`src/rtl/occ_feat_pkg.sv`:
```
package occ_feat_pkg;
  typedef enum logic [1:0] {
    SQ_IDLE = 2'd0,
    SQ_DIV  = 2'd1,
    SQ_DONE = 2'd2
  } sq_state_e;
endpackage

```
`src/rtl/occ_cnt_mat.sv`:
```
module occ_cnt_mat #(
  parameter int N_TPL = 10,
  parameter int N_BLK = 4,
  parameter int CNT_W = 8,
  parameter int IDX_W = 4,
  parameter int WIN_W = 10
) (
  input  logic                        clk_i,
  input  logic                        rst_ni,
  input  logic                        match_vld_i,
  input  logic [IDX_W-1:0]            match_idx_i,
  input  logic                        blk_end_i,
  output logic [N_TPL-1:0][WIN_W-1:0] win_o
);
  localparam int PTR_W = (N_BLK > 1) ? $clog2(N_BLK) : 1;
  localparam logic [CNT_W-1:0] CNT_MAX = '1;

  logic [PTR_W-1:0] wp_q;

  always_ff @(posedge clk_i or negedge rst_ni) begin
    if (!rst_ni) wp_q <= '0;
    else if (blk_end_i) wp_q <= (wp_q == PTR_W'(N_BLK - 1)) ? '0 : wp_q + 1'b1;
  end

  for (genvar t = 0; t < N_TPL; t++) begin : g_tpl
    logic             hit;
    logic [CNT_W-1:0] cur_q;
    logic [CNT_W-1:0] col_q [N_BLK];
    logic [CNT_W-1:0] old;
    logic [WIN_W-1:0] win_q;

    assign hit = match_vld_i && (match_idx_i == IDX_W'(t));
    assign old = col_q[wp_q];

    // column leaving the window is swapped for the block just closed
    always_ff @(posedge clk_i or negedge rst_ni) begin
      if (!rst_ni) begin
        cur_q <= '0;
        win_q <= '0;
      end else if (blk_end_i) begin
        win_q <= win_q - WIN_W'(old) + WIN_W'(cur_q);
        cur_q <= hit ? CNT_W'(1) : '0;
      end else if (hit && cur_q != CNT_MAX) begin
        cur_q <= cur_q + 1'b1;
      end
    end

    always_ff @(posedge clk_i or negedge rst_ni) begin
      if (!rst_ni) begin
        for (int b = 0; b < N_BLK; b++) col_q[b] <= '0;
      end else if (blk_end_i) begin
        for (int b = 0; b < N_BLK; b++)
          if (wp_q == PTR_W'(b)) col_q[b] <= cur_q;
      end
    end

    assign win_o[t] = win_q;
  end
endmodule

```
`src/rtl/occ_q16_div.sv`:
```
module occ_q16_div #(
  parameter int DEN_W  = 12,
  parameter int FEAT_W = 16
) (
  input  logic              clk_i,
  input  logic              rst_ni,
  input  logic              start_i,
  input  logic [DEN_W-1:0]  num_i,
  input  logic [DEN_W-1:0]  den_i,
  output logic              done_o,
  output logic [FEAT_W-1:0] quo_o
);
  localparam int QN    = FEAT_W + 1;
  localparam int CNT_W = $clog2(QN + 1);

  logic             busy_q;
  logic [CNT_W-1:0] cnt_q;
  logic [DEN_W:0]   rem_q;
  logic [DEN_W-1:0] den_q;
  logic [QN-1:0]    q_q;
  logic [DEN_W:0]   trial;
  logic             ge;

  // first step yields the integer bit without a shift
  assign trial = (cnt_q == '0) ? rem_q : {rem_q[DEN_W-1:0], 1'b0};
  assign ge    = trial >= {1'b0, den_q};

  always_ff @(posedge clk_i or negedge rst_ni) begin
    if (!rst_ni) begin
      busy_q <= 1'b0;
      cnt_q  <= '0;
      rem_q  <= '0;
      den_q  <= '0;
      q_q    <= '0;
      done_o <= 1'b0;
    end else begin
      done_o <= 1'b0;
      if (start_i) begin
        busy_q <= 1'b1;
        cnt_q  <= '0;
        rem_q  <= {1'b0, num_i};
        den_q  <= den_i;
        q_q    <= '0;
      end else if (busy_q) begin
        q_q   <= {q_q[QN-2:0], ge};
        rem_q <= ge ? trial - {1'b0, den_q} : trial;
        cnt_q <= cnt_q + 1'b1;
        if (cnt_q == CNT_W'(QN - 1)) begin
          busy_q <= 1'b0;
          done_o <= 1'b1;
        end
      end
    end
  end

  assign quo_o = q_q[QN-1] ? '1 : q_q[FEAT_W-1:0];
endmodule

```
`src/rtl/occ_feat_win.sv`:
```
module occ_feat_win
  import occ_feat_pkg::*;
#(
  parameter int N_TPL  = 10,
  parameter int N_BLK  = 4,
  parameter int CNT_W  = 8,
  parameter int FEAT_W = 16,
  localparam int IDX_W = (N_TPL > 1) ? $clog2(N_TPL) : 1,
  localparam int WIN_W = CNT_W + ((N_BLK > 1) ? $clog2(N_BLK) : 0),
  localparam int TOT_W = WIN_W + ((N_TPL > 1) ? $clog2(N_TPL) : 0)
) (
  input  logic                      clk_i,
  input  logic                      rst_ni,
  input  logic                      match_vld_i,
  input  logic [IDX_W-1:0]          match_idx_i,
  input  logic                      blk_end_i,
  input  logic                      train_i,
  input  logic [TOT_W-1:0]          spk_mean_i,
  input  logic [TOT_W-1:0]          spk_sd_i,
  output logic                      pat_vld_o,
  output logic                      pat_ok_o,
  output logic                      pat_fwd_o,
  output logic [TOT_W-1:0]          spk_o,
  output logic [N_TPL*FEAT_W-1:0]   feat_o
);
  logic [N_TPL-1:0][WIN_W-1:0]  win;
  logic [TOT_W-1:0]             tot;
  logic                         blk_q;
  logic                         train_q;
  logic [TOT_W:0]               thr_q;
  sq_state_e                    st_q;
  logic [N_TPL-1:0][WIN_W-1:0]  snap_q;
  logic [TOT_W-1:0]             tot_q;
  logic [IDX_W-1:0]             t_q;
  logic                         div_go_q;
  logic                         div_done;
  logic [FEAT_W-1:0]            quo;
  logic [N_TPL-1:0][FEAT_W-1:0] acc_q;

  occ_cnt_mat #(
    .N_TPL(N_TPL), .N_BLK(N_BLK), .CNT_W(CNT_W), .IDX_W(IDX_W), .WIN_W(WIN_W)
  ) mat_i (
    .clk_i      (clk_i),
    .rst_ni     (rst_ni),
    .match_vld_i(match_vld_i),
    .match_idx_i(match_idx_i),
    .blk_end_i  (blk_end_i),
    .win_o      (win)
  );

  always_comb begin
    tot = '0;
    for (int t = 0; t < N_TPL; t++) tot = tot + TOT_W'(win[t]);
  end

  occ_q16_div #(.DEN_W(TOT_W), .FEAT_W(FEAT_W)) div_i (
    .clk_i  (clk_i),
    .rst_ni (rst_ni),
    .start_i(div_go_q),
    .num_i  (TOT_W'(snap_q[t_q])),
    .den_i  (tot_q),
    .done_o (div_done),
    .quo_o  (quo)
  );

  // gate inputs captured with the boundary
  always_ff @(posedge clk_i or negedge rst_ni) begin
    if (!rst_ni) begin
      blk_q   <= 1'b0;
      train_q <= 1'b0;
      thr_q   <= '0;
    end else begin
      blk_q <= blk_end_i;
      if (blk_end_i) begin
        train_q <= train_i;
        thr_q   <= {1'b0, spk_mean_i} + (TOT_W + 1)'(spk_sd_i >> 1);
      end
    end
  end

  always_ff @(posedge clk_i or negedge rst_ni) begin
    if (!rst_ni) begin
      st_q      <= SQ_IDLE;
      snap_q    <= '0;
      tot_q     <= '0;
      t_q       <= '0;
      div_go_q  <= 1'b0;
      acc_q     <= '0;
      pat_vld_o <= 1'b0;
      pat_ok_o  <= 1'b0;
      pat_fwd_o <= 1'b0;
      spk_o     <= '0;
      feat_o    <= '0;
    end else begin
      div_go_q  <= 1'b0;
      pat_vld_o <= 1'b0;
      if (blk_q) begin
        snap_q <= win;
        tot_q  <= tot;
        acc_q  <= '0;
        t_q    <= '0;
        if (tot == '0) begin
          st_q <= SQ_DONE;
        end else begin
          st_q     <= SQ_DIV;
          div_go_q <= 1'b1;
        end
      end else begin
        unique case (st_q)
          SQ_DIV: if (div_done) begin
            acc_q[t_q] <= quo;
            if (t_q == IDX_W'(N_TPL - 1)) begin
              st_q <= SQ_DONE;
            end else begin
              t_q      <= t_q + 1'b1;
              div_go_q <= 1'b1;
            end
          end
          SQ_DONE: begin
            feat_o    <= acc_q;
            spk_o     <= tot_q;
            pat_ok_o  <= tot_q != '0;
            pat_fwd_o <= (tot_q != '0) && (!train_q || ({1'b0, tot_q} >= thr_q));
            pat_vld_o <= 1'b1;
            st_q      <= SQ_IDLE;
          end
          default: ;
        endcase
      end
    end
  end
endmodule

```
`config.mk`:
```
export PLATFORM = sky130hd
export DESIGN_NAME = occ_feat_win
export DESIGN_NICKNAME = d
export VERILOG_FILES = /design/src/rtl/occ_feat_pkg.sv /design/src/rtl/occ_cnt_mat.sv /design/src/rtl/occ_q16_div.sv /design/src/rtl/occ_feat_win.sv
export SDC_FILE = /design/constraint.sdc
export NUM_CORES = 2
export LEC_CHECK = 0
export ABC_AREA = 1
export BUFFER_PORTS_ARGS = -buffer_cell sky130_fd_sc_hd__buf_2
export CAP_MARGIN = 20
export CORE_MARGIN = 3
export CORE_UTILIZATION = 55
export DETAILED_ROUTE_END_ITERATION = 8
export GPL_TIMING_DRIVEN = 1
export PLACE_DENSITY = 0.71
export SLEW_MARGIN = 0
export SYNTH_ARGS = -nofsm -noshare
export SYNTH_HDL_FRONTEND = slang
export SYNTH_SLANG_ARGS = --single-unit
```
`constraint.sdc`:
```
create_clock -name clk_i -period 5.2 [get_ports clk_i]
set_clock_uncertainty 0.2 [all_clocks]
set_input_delay 1.04 -clock clk_i [delete_from_list [all_inputs] [get_ports clk_i]]
set_output_delay 1.04 -clock clk_i [all_outputs]
set_load 0.1 [all_outputs]
```
==> results.json <==
{
  "status": "complete, no violations",
  "crit_path_end_kind": "register",
  "slew_viol_final": 0,
  "crit_arrival_ns": 5.32,
  "grt_pass1_vias": 41200,
  "synth_cells": 6110,
  "ys_ff_latch": 1030,
  "setup_viol": 0,
  "clk_pin_slew_ns": 0.06,
  "path_class": "reg -> reg",
  "syn_area_per_cell_um2": 8.60,
  "final-hold-violation-count": 0,
  "synthesis.area_um2": 52500,
  "die_w_um": 315,
  "synth.most_common_cell": "nand2_1",
  "rsz0062_at_grt": "no",
  "ys_types": 49,
  "cts_tree": "built",
  "cts_root_buffer": "clkbuf_16",
  "cap_viol_max_count": 0,
  "ys_warn_count": 0,
  "synth_commonest_cells": "nand2_1, dfrtp_1, o21ai_0",
  "start_util_pct": 55.9,
  "syn-num-nets": 6488,
  "startpoint_type": "register",
  "min_period_ns": 4.92,
  "nFillCells": 8061,
  "grt_max_degree": 129,
  "core_area_um2": 94000,
  "crit_start": "mat_i.g_tpl[5].win_q[2]",
  "max-slew-margin-rel_pct": 25.1,
  "drtPass1Iterations": 6,
  "drive_gt1_share_pct": 8.29,
  "via_per_inst": 5.62,
  "die_h_um": 315,
  "path_max_fanout": 4,
  "fmax_mhz": 203,
  "cts.repair.resized": 0,
  "r2r-start": "mat_i.g_tpl[5].win_q[2]",
  "synthTopCellsByArea": "dfrtp_1, o21ai_0, nand2_1, inv_1, fa_1",
  "synth_top_area_share_pct": 49.1,
  "post-cts-setup-buffer-count": 0,
  "num_rows": 112,
  "remaining_drc_errors": 0,
  "routed_wl_mm": 144,
  "portBuffers": 212,
  "synthFlopType": "dfrtp_1",
  "grt.overflow.total": 0,
  "hp-class": "in -> async",
  "h-tree-depth": 3,
  "placed_area_um2": 55000,
  "antenna_found_initial": 5,
  "final_net_count": 6610,
  "gp_congestion": 0.943,
  "io_pins": 214,
  "numCtsBuffers": 107,
  "fin_tns_setup_ns": 0,
  "ant_nets": 0,
  "design_area_um2": 58700,
  "via_count": 42600,
  "drt-wirelength-per-cell_um": 19.0,
  "ys_seq_area_share_pct": 49.1,
  "yosysTopAreaCell": "dfrtp_1",
  "ctsHoldBuffers": 0,
  "fp.dieArea_um2": 99300,
  "r2r_cells": 18,
  "clk_path_buf_depth": 3,
  "post-route-period-util_pct": 94.6,
  "synth-edff-count": 0,
  "worstPathRequired_ns": 5.60,
  "grt_first_pass_wirelength_mm": 229,
  "cts_sinks": 1030,
  "timing.rr.end": "div_go_q",
  "critical_path.endpoint": "div_go_q",
  "synthArstFlopShare_pct": 100,
  "grtUsageTotal_pct": 29.2,
  "worstMarginPinSlew_ns": 1.12,
  "syn2layout_area_growth_pct": 11.7,
  "drtIter0Drc": 4120,
  "r2r_slack_ns": 0.28,
  "dp_hpwl_mm": 99.0,
  "insertion_delay_ns": 0.71
}
==> per-stage QoR <==
stage | setup slack [ns] | util, % | hold slack [ns] | std cells
floorplan | 0.709 | - | 0.237 | 6110
global placement | 0.305 | 58.5 | 0.252 | 7376
detailed placement | 0.286 | 58.5 | 0.263 | 7376
CTS | 0.279 | 62.4 | 0.239 | 7575
global route | 0.0191 | 62.4 | 0.218 | 7576
finish | 0.280 | 62.4 | 0.174 | 7577
==> area by class of cell <==
type	count	area (um2)	share of cell area [%]
multi-input cells	3922	22400	38.1
diodes	1	2.50	0.00426
inverters	879	3310	5.64
flip-flops and latches	1030	25800	43.9
clock inverters	37	531	0.904
clock buffers	162	3170	5.39
well taps	1254	1570	2.67
repair buffers	292	1950	3.32
==> flip-flops by register name, indices dropped and copies added, names as in the netlist, 2 cells and up <==
| name | flops |
|---|---|
| acc_q | 160 |
| div_i.cnt_q | 5 |
| div_i.den_q | 14 |
| div_i.q_q | 17 |
| div_i.rem_q | 15 |
| feat_o | 160 |
| mat_i.g_tpl.col_q | 320 |
| mat_i.g_tpl.cur_q | 80 |
| mat_i.g_tpl.win_q | 100 |
| mat_i.wp_q | 2 |
| snap_q | 100 |
| spk_o | 14 |
| st_q | 2 |
| t_q | 4 |
| thr_q | 15 |
| tot_q | 14 |
==> kinds of logic after synthesis <==
| family | Yosys count | synth area share, % |
|---|---|---|
| fa+ha+maj | 341 | 10.4 |
| buf+inv | 1158 | 8.43 |
| flops | 1030 | 49.1 |
| simple gates | 1950 | 15.1 |
| compound gates | 1573 | 16.1 |
| xor+xnor | 58 | 0.967 |
==> layout by cell type, fill, tap and decap left out, types with 41 or more instances in the layout <==
cell type,instances
a21oi_1,193
buf_2,210
buf_4,59
clkbuf_16,108
dfrtp_1,1026
fa_1,159
ha_1,182
inv_1,870
nand2_1,1286
nand3_1,174
nand4_1,41
nor2_1,330
nor3_1,72
o21ai_0,1015
o22ai_1,275
==> critical path, stage by stage (launching register included) <==
cell and delay [ns]:
dfrtp_1 0.37, inv_1 0.18, fa_1 0.51, fa_1 0.66, fa_1 0.46, fa_1 0.49
inv_1 0.05, fa_1 0.48, fa_1 0.46, nand3_1 0.12, nand2_1 0.08, nand2_1 0.07
nand2_1 0.08, a21oi_1 0.18, nand2_1 0.09, nor2_1 0.11, nand2_1 0.08, nand2_1 0.08
nand2_1 0.06
==> worst min-delay path by stage <==
stage | startpoint | endpoint | cells past startpoint
floorplan | snap_q[0] | snap_q[0] | 2
detailed placement | snap_q[0] | snap_q[0] | 2
global route | rst_ni | feat_o[7] | 1
finish | rst_ni | feat_o[7] | 1
CTS | rst_ni | div_i.rem_q[2] | 1
global placement | snap_q[0] | snap_q[0] | 2
==> per-layer routing <==
layer  GRT usage, %  routed length [um]  vias up
met5              0                  46        -
met4           11.8                6230        8
met3           4.10                8180      324
met2           48.3               68900     1364
met1           39.1               60300    20700
li1               -                   -    20100
Power is not shown: default switching activity piles up to over one toggle a cycle in this logic, so the estimate is an artifact.
